$ cat src/rtl/xint_pkg.sv
package xint_pkg;
  localparam int NLINES       = 28;
  localparam int NGRP         = 4;
  localparam int REG_W        = 32;
  localparam int ADDR_W       = 2;
  localparam int TRIG_W       = 3;
  localparam int FIELD_STRIDE = 4;
  localparam int NPAIRS        = (NLINES + 1) / 2;
  localparam int PAIRS_PER_REG = REG_W / FIELD_STRIDE;
  localparam int NCFG          = (NPAIRS + PAIRS_PER_REG - 1) / PAIRS_PER_REG;

  localparam logic [ADDR_W-1:0] A_MASK = 2'd2;
  localparam logic [ADDR_W-1:0] A_PEND = 2'd3;

  localparam int GRP_FIRST [NGRP] = '{0, 4, 12, 20};
  localparam int GRP_LAST  [NGRP] = '{3, 11, 19, 27};

  typedef enum logic [1:0] {
    TK_LEVEL = 2'b00,
    TK_FALL  = 2'b01,
    TK_RISE  = 2'b10,
    TK_BOTH  = 2'b11
  } trig_kind_e;
endpackage

$ cat src/rtl/xint_rst_sync.sv
module xint_rst_sync (
  input  logic clk,
  input  logic rst_n,
  output logic rst_sync_n
);
  logic [1:0] stage_q;

  always_ff @(posedge clk or negedge rst_n) begin
    if (!rst_n) stage_q <= 2'b00;
    else        stage_q <= {stage_q[0], 1'b1};
  end

  assign rst_sync_n = stage_q[1];
endmodule

$ cat src/rtl/xint_line_sync.sv
module xint_line_sync #(
  parameter int          WIDTH = 28,
  parameter logic        RST_VAL = 1'b1
) (
  input  logic             clk,
  input  logic             rst_n,
  input  logic [WIDTH-1:0] async_i,
  output logic [WIDTH-1:0] sync_o
);
  logic [WIDTH-1:0] meta_q, stab_q;

  always_ff @(posedge clk or negedge rst_n) begin
    if (!rst_n) begin
      meta_q <= {WIDTH{RST_VAL}};
      stab_q <= {WIDTH{RST_VAL}};
    end else begin
      meta_q <= async_i;
      stab_q <= meta_q;
    end
  end

  assign sync_o = stab_q;
endmodule

$ cat src/rtl/xint_detect.sv
module xint_detect
  import xint_pkg::*;
(
  input  logic              clk,
  input  logic              rst_n,
  input  logic              line_i,
  input  logic [TRIG_W-1:0] trig_i,
  output logic              evt_o
);
  logic       prev_q;
  logic       rise, fall;
  trig_kind_e kind;

  always_ff @(posedge clk or negedge rst_n) begin
    if (!rst_n) prev_q <= 1'b1;
    else        prev_q <= line_i;
  end

  always_comb begin
    rise = line_i & ~prev_q;
    fall = ~line_i & prev_q;
    kind = trig_kind_e'(trig_i[2:1]);
    unique case (kind)
      TK_LEVEL: evt_o = trig_i[0] ? line_i : ~line_i;
      TK_FALL:  evt_o = fall;
      TK_RISE:  evt_o = rise;
      TK_BOTH:  evt_o = rise | fall;
      default:  evt_o = 1'b0;
    endcase
  end
endmodule

$ cat src/rtl/xint_group_or.sv
module xint_group_or
  import xint_pkg::*;
#(
  parameter int FIRST = 0,
  parameter int LAST  = 3
) (
  input  logic [NLINES-1:0] active_i,
  output logic              irq_o
);
  assign irq_o = |active_i[LAST:FIRST];
endmodule

$ cat src/rtl/xint_group_ctrl.sv
module xint_group_ctrl
  import xint_pkg::*;
(
  input  logic              clk,
  input  logic              rst_n,
  input  logic              bus_sel,
  input  logic              bus_wr,
  input  logic [ADDR_W-1:0] bus_addr,
  input  logic [REG_W-1:0]  bus_wdata,
  output logic [REG_W-1:0]  bus_rdata,
  input  logic [NLINES-1:0] ext_irq_i,
  output logic [NGRP-1:0]   grp_irq_o
);
  localparam int NPAD = NCFG * PAIRS_PER_REG;

  logic              rst_int_n;
  logic [NLINES-1:0] line_s;
  logic [NLINES-1:0] evt;
  logic [NLINES-1:0] mask_q, mask_nxt;
  logic [NLINES-1:0] pend_q, pend_nxt, pend_clr;
  logic [TRIG_W-1:0] cfg_q   [NPAIRS];
  logic [TRIG_W-1:0] cfg_nxt [NPAIRS];
  logic [TRIG_W-1:0] cfg_pad [NPAD];
  logic [NCFG-1:0]   cfg_we;
  logic              mask_we, pend_we, rd_en;
  logic [REG_W-1:0]  rdata_q, rdata_nxt;

  xint_rst_sync u_rst (.clk(clk), .rst_n(rst_n), .rst_sync_n(rst_int_n));

  xint_line_sync #(.WIDTH(NLINES), .RST_VAL(1'b1)) u_sync (
    .clk(clk), .rst_n(rst_int_n), .async_i(ext_irq_i), .sync_o(line_s)
  );

  for (genvar n = 0; n < NLINES; n++) begin : g_line
    xint_detect u_det (
      .clk(clk), .rst_n(rst_int_n), .line_i(line_s[n]),
      .trig_i(cfg_q[n/2]), .evt_o(evt[n])
    );
  end

  // bus decode
  always_comb begin
    for (int r = 0; r < NCFG; r++)
      cfg_we[r] = bus_sel && bus_wr && (bus_addr == ADDR_W'(r));
    mask_we = bus_sel && bus_wr && (bus_addr == A_MASK);
    pend_we = bus_sel && bus_wr && (bus_addr == A_PEND);
    rd_en   = bus_sel && !bus_wr;
  end

  // next-state
  always_comb begin
    for (int p = 0; p < NPAIRS; p++)
      cfg_nxt[p] = cfg_we[p / PAIRS_PER_REG]
                 ? bus_wdata[(p % PAIRS_PER_REG) * FIELD_STRIDE +: TRIG_W]
                 : cfg_q[p];
    mask_nxt = mask_we ? bus_wdata[NLINES-1:0] : mask_q;
    pend_clr = pend_we ? bus_wdata[NLINES-1:0] : '0;
    pend_nxt = (pend_q & ~pend_clr) | evt;
  end

  always_ff @(posedge clk or negedge rst_int_n) begin
    if (!rst_int_n) begin
      for (int p = 0; p < NPAIRS; p++) cfg_q[p] <= '0;
      mask_q <= '1;
      pend_q <= '0;
    end else begin
      for (int p = 0; p < NPAIRS; p++) cfg_q[p] <= cfg_nxt[p];
      mask_q <= mask_nxt;
      pend_q <= pend_nxt;
    end
  end

  // read path
  for (genvar p = 0; p < NPAD; p++) begin : g_pad
    if (p < NPAIRS) begin : g_used
      assign cfg_pad[p] = cfg_q[p];
    end else begin : g_unused
      assign cfg_pad[p] = '0;
    end
  end

  always_comb begin
    rdata_nxt = '0;
    if (bus_addr == A_MASK) begin
      rdata_nxt[NLINES-1:0] = mask_q;
    end else if (bus_addr == A_PEND) begin
      rdata_nxt[NLINES-1:0] = pend_q;
    end else begin
      for (int r = 0; r < NCFG; r++)
        if (bus_addr == ADDR_W'(r))
          for (int k = 0; k < PAIRS_PER_REG; k++)
            rdata_nxt[k*FIELD_STRIDE +: TRIG_W] = cfg_pad[r*PAIRS_PER_REG + k];
    end
  end

  always_ff @(posedge clk or negedge rst_int_n) begin
    if (!rst_int_n)  rdata_q <= '0;
    else if (rd_en)  rdata_q <= rdata_nxt;
  end

  assign bus_rdata = rdata_q;

  // grouping
  for (genvar g = 0; g < NGRP; g++) begin : g_grp
    xint_group_or #(.FIRST(GRP_FIRST[g]), .LAST(GRP_LAST[g])) u_or (
      .active_i(pend_q & ~mask_q), .irq_o(grp_irq_o[g])
    );
  end
endmodule

$ cat config.mk
export PLATFORM = sky130hd
export DESIGN_NAME = xint_group_ctrl
export DESIGN_NICKNAME = d
export VERILOG_FILES = /design/src/rtl/xint_pkg.sv /design/src/rtl/xint_rst_sync.sv /design/src/rtl/xint_line_sync.sv /design/src/rtl/xint_detect.sv /design/src/rtl/xint_group_or.sv /design/src/rtl/xint_group_ctrl.sv
export SDC_FILE = /design/constraint.sdc
export NUM_CORES = 1
export LEC_CHECK = 0
export ABC_AREA = 0
export ABC_CLOCK_PERIOD_IN_PS = 11800
export CAP_MARGIN = 20
export CORE_UTILIZATION = 42
export CTS_BUF_LIST = sky130_fd_sc_hd__clkbuf_4
export DETAILED_ROUTE_END_ITERATION = 8
export PLACE_DENSITY = 0.71
export SLEW_MARGIN = 20
export SYNTH_ARGS = -nofsm -noshare
export SYNTH_HDL_FRONTEND = slang
export SYNTH_HIERARCHICAL = 1
export SYNTH_SLANG_ARGS = --single-unit
$ cat constraint.sdc
create_clock -name clk -period 11.8 [get_ports clk]
set_clock_uncertainty 0.05 [all_clocks]
set_input_delay 1.77 -clock clk [delete_from_list [all_inputs] [get_ports clk]]
set_output_delay 1.77 -clock clk [all_outputs]
set_load 0.02 [all_outputs]
==> results of run 1 <==
==> where the power goes <==
part	leakage, nW	internal [mW]	switching, mW
registers	2.34	0.862	0.101
clock network	0.431	0.326	0.302
logic	2.61	0.231	0.154
==> logic make-up (layout without fill, tap and decap cells) <==
| kind of cell | Yosys count | count (layout) | synth area share [%] |
|---|---|---|---|
| buffers and inverters | 108 | 295 | 5.182 |
| XOR/XNOR | 28 | 28 | 2.424 |
| multiplexers | 144 | 144 | 20.06 |
| AO/OA/AOI/OAI | 62 | 62 | 5.306 |
| adder cells (fa/ha/maj) | 56 | 56 | 6.926 |
| other | 2 | 3 | 0.07424 |
| flip-flops | 215 | 215 | 54.57 |
| AND/OR/NAND/NOR | 105 | 105 | 5.455 |
==> area by class of cell <==
| class | instances | area [um^2] |
|---|---|---|
| fillers | 2038 | 11460 |
| flip-flops and latches | 215 | 5524 |
| multi-input cells | 397 | 4071 |
| repair buffers | 107 | 1066 |
| clock buffers | 84 | 630.6 |
| well taps | 319 | 399.1 |
| inverters | 84 | 315.3 |
| clock inverters | 20 | 77.57 |
| diodes | 1 | 2.502 |
==> through the flow <==
| step | setup slack [ns] | utilization (%) | instance area, um^2 | power (mW) | hold WS [ns] |
|---|---|---|---|---|---|
| after floorplan | 5.511 | - | 10120 | 1.215 | 0.2812 |
| after global routing | 7.415 | 51.34 | 12090 | 2.094 | 0.2461 |
| final | 7.626 | 51.34 | 12090 | 1.976 | 0.2064 |
| after global placement | 7.157 | 48.20 | 11350 | 1.352 | 0.2886 |
| after detailed placement | 7.188 | 48.20 | 11350 | 1.365 | 0.2928 |
| after CTS | 7.502 | 51.21 | 12060 | 2.010 | 0.2811 |
==> path summary, 6_finish.rpt <==
kind                                             from                    endpoint  slack, ns  cells past startpoint
max reg2reg                u_rst/stage_q[1]$_DFF_PN0_     cfg_pad[20]$_DFFE_PN0P_       9.45                      2
min in group clk           u_sync/meta_q[7]$_DFF_PN1_  u_sync/sync_o[7]$_DFF_PN1_       0.30                      0
min reg2reg                u_rst/stage_q[1]$_DFF_PN0_        pend_q[14]$_DFF_PN0_       0.21                      0
max in group asynchronous  u_rst/stage_q[1]$_DFF_PN0_     cfg_pad[20]$_DFFE_PN0P_       9.45                      2
max                            mask_q[11]$_DFFE_PN1P_                grp_irq_o[1]       7.63                      4
min                        u_rst/stage_q[1]$_DFF_PN0_        pend_q[14]$_DFF_PN0_       0.21                      0
==> metal layers <==
layer  up-vias  track usage (%)
met5         -                0
met4         0            6.750
met3        48            4.075
met2       146            27.45
met1      2991            24.14
li1       2775                -
==> registers in the layout (all words and copies together) (netlist names) <==
register / flops
cfg_pad: 42
bus_rdata: 31
g_line.u_det/prev_q: 28
mask_q: 28
pend_q: 28
u_sync/meta_q: 28
u_sync/sync_o: 28
u_rst/stage_q: 2
==> worst reg2reg max path, stage by stage (launching register included) <==
cell and delay, ns:
dfrtp_4 0.68, buf_4 0.71, buf_4 0.87
==> cell usage after synthesis (2+ instances only) <==
cell / count
dfstp_2: 112
dfrtp_1: 103
inv_1: 84
nand2_1: 57
ha_1: 56
mux2i_1: 46
mux2_4: 40
mux2_2: 30
nor2b_1: 29
a21o_1: 28
mux4_2: 28
xnor2_1: 28
o221ai_2: 10
buf_2: 9
o221ai_1: 8
buf_6: 7
o21ai_0: 7
buf_4: 6
nor4_1: 6
a22o_1: 3
nand3_1: 3
o211ai_1: 3
o21a_1: 3
buf_12: 2
conb_1: 2
==> flow_summary.toml, run 1 <==
[global_route]
overflow = 0
grt_pass1_wl_mm = 33.14
grt.total_usage_pct = 17.72
grt_max_degree = 81
antenna_found_initial = 1
grt_pass1_vias = 6095

[placement]
place.gp.congestion = 0.7489
dpl.cell_count = 1121
port_buffers = 99
hpwl_mm = 14.01

[logic_synthesis]
syn_inst = 720
yosys-top-cells-area = "dfstp_2, dfrtp_1, ha_1"
synth_top_cell_area_share_pct = 29.09
netlist-cell-type-count = 35
synth-edff-count = 0
synthArstFlopShare_pct = 100.0
synth-seq-area-share_pct = 54.57
ys_ff_latch = 215
syn-cell-area_um2 = 10120
synth_nets = 842
yosys_most_used_dff = "dfstp_2"
synth.avg_cell_area_um2 = 14.05
synth.largest_area_cell = "dfstp_2"
ys_warn_count = 6

[setup_path]
cp.required_ns = 9.98
crit_buf_inv = 1
critical_path.slowest_cell = "clkdlybuf4s50_1"
path_class = "reg -> out"
arrival_ns = 2.35
path_max_fanout = 3
path_cells = "nor2b_1 -> nor4_1 -> nand2_1 -> clkdlybuf4s50_1"
cp-end-kind = "output port"
startpoint_type = "flip-flop"
cp_top_family = "simple AND/OR/NAND/NOR gates"
max_stage_delay_ns = 0.56

[sta]
rsz0062_at_grt = "no"
drv_slew = 0
tightest_slew_ns = 1.055
tns_ns = 0
setup_viol = 0
period_minus_slack_ns = 4.174
final-hold-violation-count = 0
relSlewSlack_pct = 29.29
min_period_over_period_pct = 35.37
max_freq_mhz = 239.6

[die]
start_util_pct = 42.97
num_rows = 56
ios = 102
die_h_um = 157.2
die_x_um = 157.2
die-area_um2 = 24710
core_um2 = 23540

[detailed_routing]
drt-initial-drc-count = 230
viasPerCell = 4.857
ant_nets = 0
wl_met1_mm = 9.575
routed_wl_mm = 20.92
dr.pass1.iters = 4
via_count = 5960
dr.max_layer_used = "met4"
drc = 0
avgRoutedWirePerCell_um = 17.05
dr_wl_met2_mm = 9.707
met3WireLength_mm = 1.103

[layout]
drive_gt1_share_pct = 35.83
syn2layout_area_growth_pct = 19.48
finalNetCount = 982
mostFrequentLayoutCell = "dfstp_2"
mostFrequentLayoutCells = "dfstp_2, dfrtp_1, clkdlybuf4s50_1"
layout.cells.non_filler = 1227

[clock_network]
clock_latency_ns = 0.66
postCtsResizedCells = 0
clockBufferDepth = 3
postCtsHoldBufs = 0
cts.reportedPaths.clkPinSlew_ns = 0.07
cts_tree = "yes"
cts-buffers-inserted = 55
clockRootBuffer = "clkbuf_4"
cts_setup_buffers = 0
htreeDepth = 2
clock_sinks = 215

[outcome]
outcome = "completed"

[flow_run]
drv_cap = 0

[power_and_ir_drop]
ir_worst_vdd_mv = 0.06661
p_per_area_nw_per_um2 = 163.5
p_leak_nw = 5.390

[hold_path]
hold_class = "reg -> async"
(Power assumes the default switching activity.)
==> inputs of run 2 (changes only) <==
--- a/config.mk
+++ b/config.mk
@@ -6,7 +6,7 @@
 export NUM_CORES = 1
 export LEC_CHECK = 0
 export ABC_AREA = 0
-export ABC_CLOCK_PERIOD_IN_PS = 11800
+export ABC_CLOCK_PERIOD_IN_PS = 4300
 export CAP_MARGIN = 20
 export CORE_UTILIZATION = 42
 export CTS_BUF_LIST = sky130_fd_sc_hd__clkbuf_4
==> constraint.sdc (replaced) <==
create_clock -name clk -period 4.3 [get_ports clk]
set_clock_uncertainty 0.05 [all_clocks]
set_input_delay 0.645 -clock clk [delete_from_list [all_inputs] [get_ports clk]]
set_output_delay 0.645 -clock clk [all_outputs]
set_load 0.02 [all_outputs]
==> flow_summary.toml, run 2 (synthesis gave the netlist of run 1 again) <==
[layout]
syn2layout_area_growth_pct = 20.22
mostFrequentLayoutCells = "dfstp_2, dfrtp_1, clkdlybuf4s50_1"
finalNetCount = 988
drive_gt1_share_pct = 37.06
mostFrequentLayoutCell = "dfstp_2"
final_util_pct = 51.66
largest_reg_flops = 42

[detailed_routing]
via_count = 5968
viasPerCell = 4.844
drt-initial-drc-count = 214
ant_nets = 0
drc = 0
avgRoutedWirePerCell_um = 16.74
dr.pass1.iters = 4
routed_wl_mm = 20.62

[setup_path]
cp.required_ns = 3.61
r2r-start = "u_sync/sync_o[17]$_DFF_PN1_"
critical_path.slowest_cell = "clkdlybuf4s50_1"
r2r_slack_ns = 2.52
path_cells = "nor2b_1 -> nor4_1 -> nand2_1 -> clkdlybuf4s50_1"
cp-end-kind = "output port"
arrival_ns = 2.50
max_stage_delay_ns = 0.57
reg2regPathDepth = 5
startpoint_type = "flip-flop"
r2r-end = "pend_q[17]$_DFF_PN0_"
path_max_fanout = 3
path_class = "reg -> out"

[die]
core_um2 = 23540
num_rows = 56
ios = 102
die_h_um = 157.2
die-area_um2 = 24710
start_util_pct = 42.97
die_x_um = 157.2

[global_route]
grt_pass1_vias = 6354
grt_max_degree = 66
overflow = 0
grt_pass1_wl_mm = 33.49
grt.total_usage_pct = 17.82
antenna_found_initial = 1

[flow_run]
drv_cap = 0

[clock_network]
clockBufferDepth = 3
htreeDepth = 2
postCtsResizedCells = 0
postCtsHoldBufs = 0
cts_setup_buffers = 0
cts_tree = "yes"
clock_latency_ns = 0.66
clock_sinks = 215
cts-buffers-inserted = 55
clockRootBuffer = "clkbuf_4"
cts.reportedPaths.clkPinSlew_ns = 0.07

[sta]
relSlewSlack_pct = 44.84
setup_viol = 0
tns_ns = 0
tightest_slew_ns = 0.8274
drv_slew = 0
min_period_over_period_pct = 74.19
final-hold-violation-count = 0
whs_ns = 0.09704
period_minus_slack_ns = 3.190
rsz0062_at_grt = "no"
max_freq_mhz = 313.5

[placement]
place.gp.congestion = 0.7658
hpwl_mm = 14.19
port_buffers = 99

[power_and_ir_drop]
p_per_area_nw_per_um2 = 455.2
p_leak_nw = 5.441
ir_worst_vdd_mv = 0.1958

[hold_path]
hold_class = "in -> async"

[outcome]
outcome = "completed"
[run 2: per-layer routing]
layer / track usage [%] / vias to the layer above / routed length (um)
met5: 0 / - / 0
met4: 6.334 / 0 / 433
met3: 4.240 / 37 / 1030
met2: 28.36 / 133 / 9611
met1: 23.75 / 2999 / 9547
li1: - / 2799 / -
[run 2: stage by stage]
stage / instance area, um^2 / worst slack (ns) / instances / total power [mW]
2_1_floorplan: 10120 / 0.8181 / 720 / 3.336
3_3_place_gp: 11400 / 1.374 / 1128 / 3.714
3_5_place_dp: 11400 / 1.368 / 1128 / 3.744
4_1_cts: 12160 / 1.043 / 1231 / 5.625
5_1_grt: 12160 / 0.9812 / 1232 / 5.848
6_report: 12160 / 1.110 / 1232 / 5.536
[run 2: final cells by class]
cell class | count | area [um^2]
Fill cell | 2087 | 11380
Sequential cell | 215 | 5524
Multi-Input combinational cell | 397 | 4071
Timing Repair Buffer | 113 | 1091
Clock buffer | 91 | 683.2
Tap cell | 319 | 399.1
Inverter | 84 | 315.3
Clock inverter | 12 | 75.07
Antenna cell | 1 | 2.502
[run 2: how the worst max path moves through the flow]
stage / cells after the start / to / start
floorplan: 0 / bus_rdata[0]$_DFFE_PN0P_ / u_rst/stage_q[1]$_DFF_PN0_
global placement: 4 / pend_q[4]$_DFF_PN0_ / bus_addr[0]
detailed placement: 4 / pend_q[16]$_DFF_PN0_ / bus_addr[0]
CTS: 4 / grp_irq_o[1] / mask_q[11]$_DFFE_PN1P_
global route: 4 / grp_irq_o[1] / mask_q[11]$_DFFE_PN1P_
finish: 4 / grp_irq_o[1] / mask_q[11]$_DFFE_PN1P_
[run 2: power breakdown]
group	internal (mW)	switching (mW)	total [mW]
clock network	1.01	0.827	1.84
logic	0.635	0.415	1.05
registers	2.36	0.282	2.65
total	4.01	1.52	5.54
[run 2: critical path, delay by kind of cell (launching register included)]
kind / cells / cell delay, ns
AND/OR/NAND/NOR: 3 / 0.72
buffers and inverters: 1 / 0.57
flip-flops: 1 / 0.54
==> inputs of run 3 (changes only) <==
--- a/config.mk
+++ b/config.mk
@@ -6,12 +6,12 @@
 export NUM_CORES = 1
 export LEC_CHECK = 0
 export ABC_AREA = 0
-export ABC_CLOCK_PERIOD_IN_PS = 4300
+export ABC_CLOCK_PERIOD_IN_PS = 2730
 export CAP_MARGIN = 20
 export CORE_UTILIZATION = 42
 export CTS_BUF_LIST = sky130_fd_sc_hd__clkbuf_4
 export DETAILED_ROUTE_END_ITERATION = 8
-export PLACE_DENSITY = 0.71
+export PLACE_DENSITY = 0.73
 export SLEW_MARGIN = 20
 export SYNTH_ARGS = -nofsm -noshare
 export SYNTH_HDL_FRONTEND = slang
==> constraint.sdc (replaced) <==
create_clock -name clk -period 2.73 [get_ports clk]
set_clock_uncertainty 0.05 [all_clocks]
set_input_delay 0.4095 -clock clk [delete_from_list [all_inputs] [get_ports clk]]
set_output_delay 0.4095 -clock clk [all_outputs]
set_load 0.02 [all_outputs]
==> flow_summary.toml, run 3 (synthesis gave the netlist of run 1 again) <==
[clock_network]
cts_setup_buffers = 0
cts-buffers-inserted = 56
clockRootBuffer = "clkbuf_4"
cts_tree = "yes"
clock_latency_ns = 0.67
htreeDepth = 2
cts.reportedPaths.clkPinSlew_ns = 0.07
clock_sinks = 215
clockBufferDepth = 3

[placement]
place.gp.congestion = 0.7663
hpwl_mm = 14.46
port_buffers = 99

[sta]
tightest_slew_ns = 0.7766
max_freq_mhz = 387.8
relSlewSlack_pct = 47.83
min_period_over_period_pct = 94.46
period_minus_slack_ns = 2.579
rsz0062_at_grt = "no"
drv_slew = 0
setup_viol = 0
final-hold-violation-count = 0
tns_ns = 0
whs_ns = 0.09426

[layout]
drive_gt1_share_pct = 37.30
nFillCells = 2069
syn2layout_area_growth_pct = 21.22
multi_input_area_um2 = 4078
largest_reg_flops = 42
mostFrequentLayoutCell = "dfstp_2"
mostFrequentLayoutCells = "dfstp_2, dfrtp_1, clkdlybuf4s50_1"
finalNetCount = 991
regArea_um2 = 5524

[die]
die_x_um = 157.2
die-area_um2 = 24710
die_h_um = 157.2
start_util_pct = 42.97
num_rows = 56
ios = 102
core_um2 = 23540

[detailed_routing]
via_count = 5952
drc = 0
dr.pass1.iters = 4
viasPerCell = 4.812
routed_wl_mm = 20.70
avgRoutedWirePerCell_um = 16.74
drt-initial-drc-count = 205
ant_nets = 0

[setup_path]
path_class = "reg -> out"
crit_buf_inv = 1
arrival_ns = 2.12
critical_path.slowest_cell = "dfstp_2"
path_max_fanout = 3
startpoint_type = "flip-flop"
max_stage_delay_ns = 0.54
cp-end-kind = "output port"
path_cells = "nor2b_1 -> or4_1 -> dlygate4sd2_1"
cp.required_ns = 2.27
cp_top_family = "simple AND/OR/NAND/NOR gates"

[power_and_ir_drop]
seqPwrFrac_pct = 47.5
p_switching_mw = 2.412
p_clk_share_pct = 33.4
power.total_mw = 8.774
p_int_mw = 6.362
swShare_pct = 27.49
ir_worst_vdd_mv = 0.2855
p_per_area_nw_per_um2 = 715.5
p_leak_nw = 5.475
p_comb_share_pct = 19.0

[hold_path]
hold_class = "in -> reg"

[outcome]
outcome = "completed"

[flow_run]
drv_cap = 0

[global_route]
antenna_found_initial = 1
overflow = 0
grt_pass1_vias = 6311
grt.total_usage_pct = 17.92
grt_max_degree = 48
grt_pass1_wl_mm = 33.57
run 3: per-layer routing:
layer | vias up | share of wire (%) | GRT usage (%)
li1 | 2804 | - | -
met1 | 2982 | 46 | 23.70
met2 | 134 | 48 | 29.18
met3 | 32 | 4.7 | 3.772
met4 | 0 | 1.6 | 6.195
met5 | - | 0 | 0
run 3: worst register-to-register path: stages (launching register included):
cell and delay, ns:
dfstp_2 0.58, inv_1 0.06, ha_1 0.27, inv_1 0.03, mux4_2 0.52, a21o_1 0.18
run 3: path summary, 6_finish.rpt:
kind	startpoint	to	slack, ns	depth (start not counted)
setup reg to reg	u_sync/sync_o[17]$_DFF_PN1_	pend_q[17]$_DFF_PN0_	0.91	5
hold / removal	ext_irq_i[16]	u_sync/meta_q[16]$_DFF_PN1_	0.09	1
setup / recovery	mask_q[1]$_DFFE_PN1P_	grp_irq_o[0]	0.15	3
hold reg to reg	u_rst/stage_q[1]$_DFF_PN0_	cfg_pad[26]$_DFFE_PN0P_	0.29	0
max in group asynchronous	u_rst/stage_q[1]$_DFF_PN0_	u_sync/sync_o[19]$_DFF_PN1_	1.52	1
min in group asynchronous	u_rst/stage_q[1]$_DFF_PN0_	cfg_pad[26]$_DFFE_PN0P_	0.29	0
run 3: metrics by stage:
stage	std cells	util [%]	area, um^2	worst slack [ns]
floorplan	720	-	10120	0.5590
global placement	1129	48.72	11470	0.3375
detailed placement	1129	48.72	11470	0.3296
CTS	1236	52.08	12260	0.08203
global route	1237	52.09	12260	0.05021
finish	1237	52.09	12260	0.1513
run 3: cell type report:
class,count,area share [%]
clock inverters,13,0.6530
repair buffers,115,9.509
diodes,1,0.02041
clock buffers,93,5.693
inverters,84,2.571
multi-input cells,397,33.25
well taps,319,3.255
flip-flops and latches,215,45.05
run 3: timing repair:
action | CTS | global route
endpoints found under the hold margin | 2 | 0
hold buffers | 1 | 0
resized for setup | 5 | 0
endpoints found under the setup margin | 4 | 0
run 3: power groups by stage:
stage	Combinational, mW	Sequential [mW]	Clock [mW]
after CTS	1.69	4.18	3.05
after detailed placement	1.69	4.23	0
after global placement	1.64	4.22	0
final	1.67	4.17	2.93
after global routing	1.81	4.24	3.22
after floorplan	1.04	4.22	0
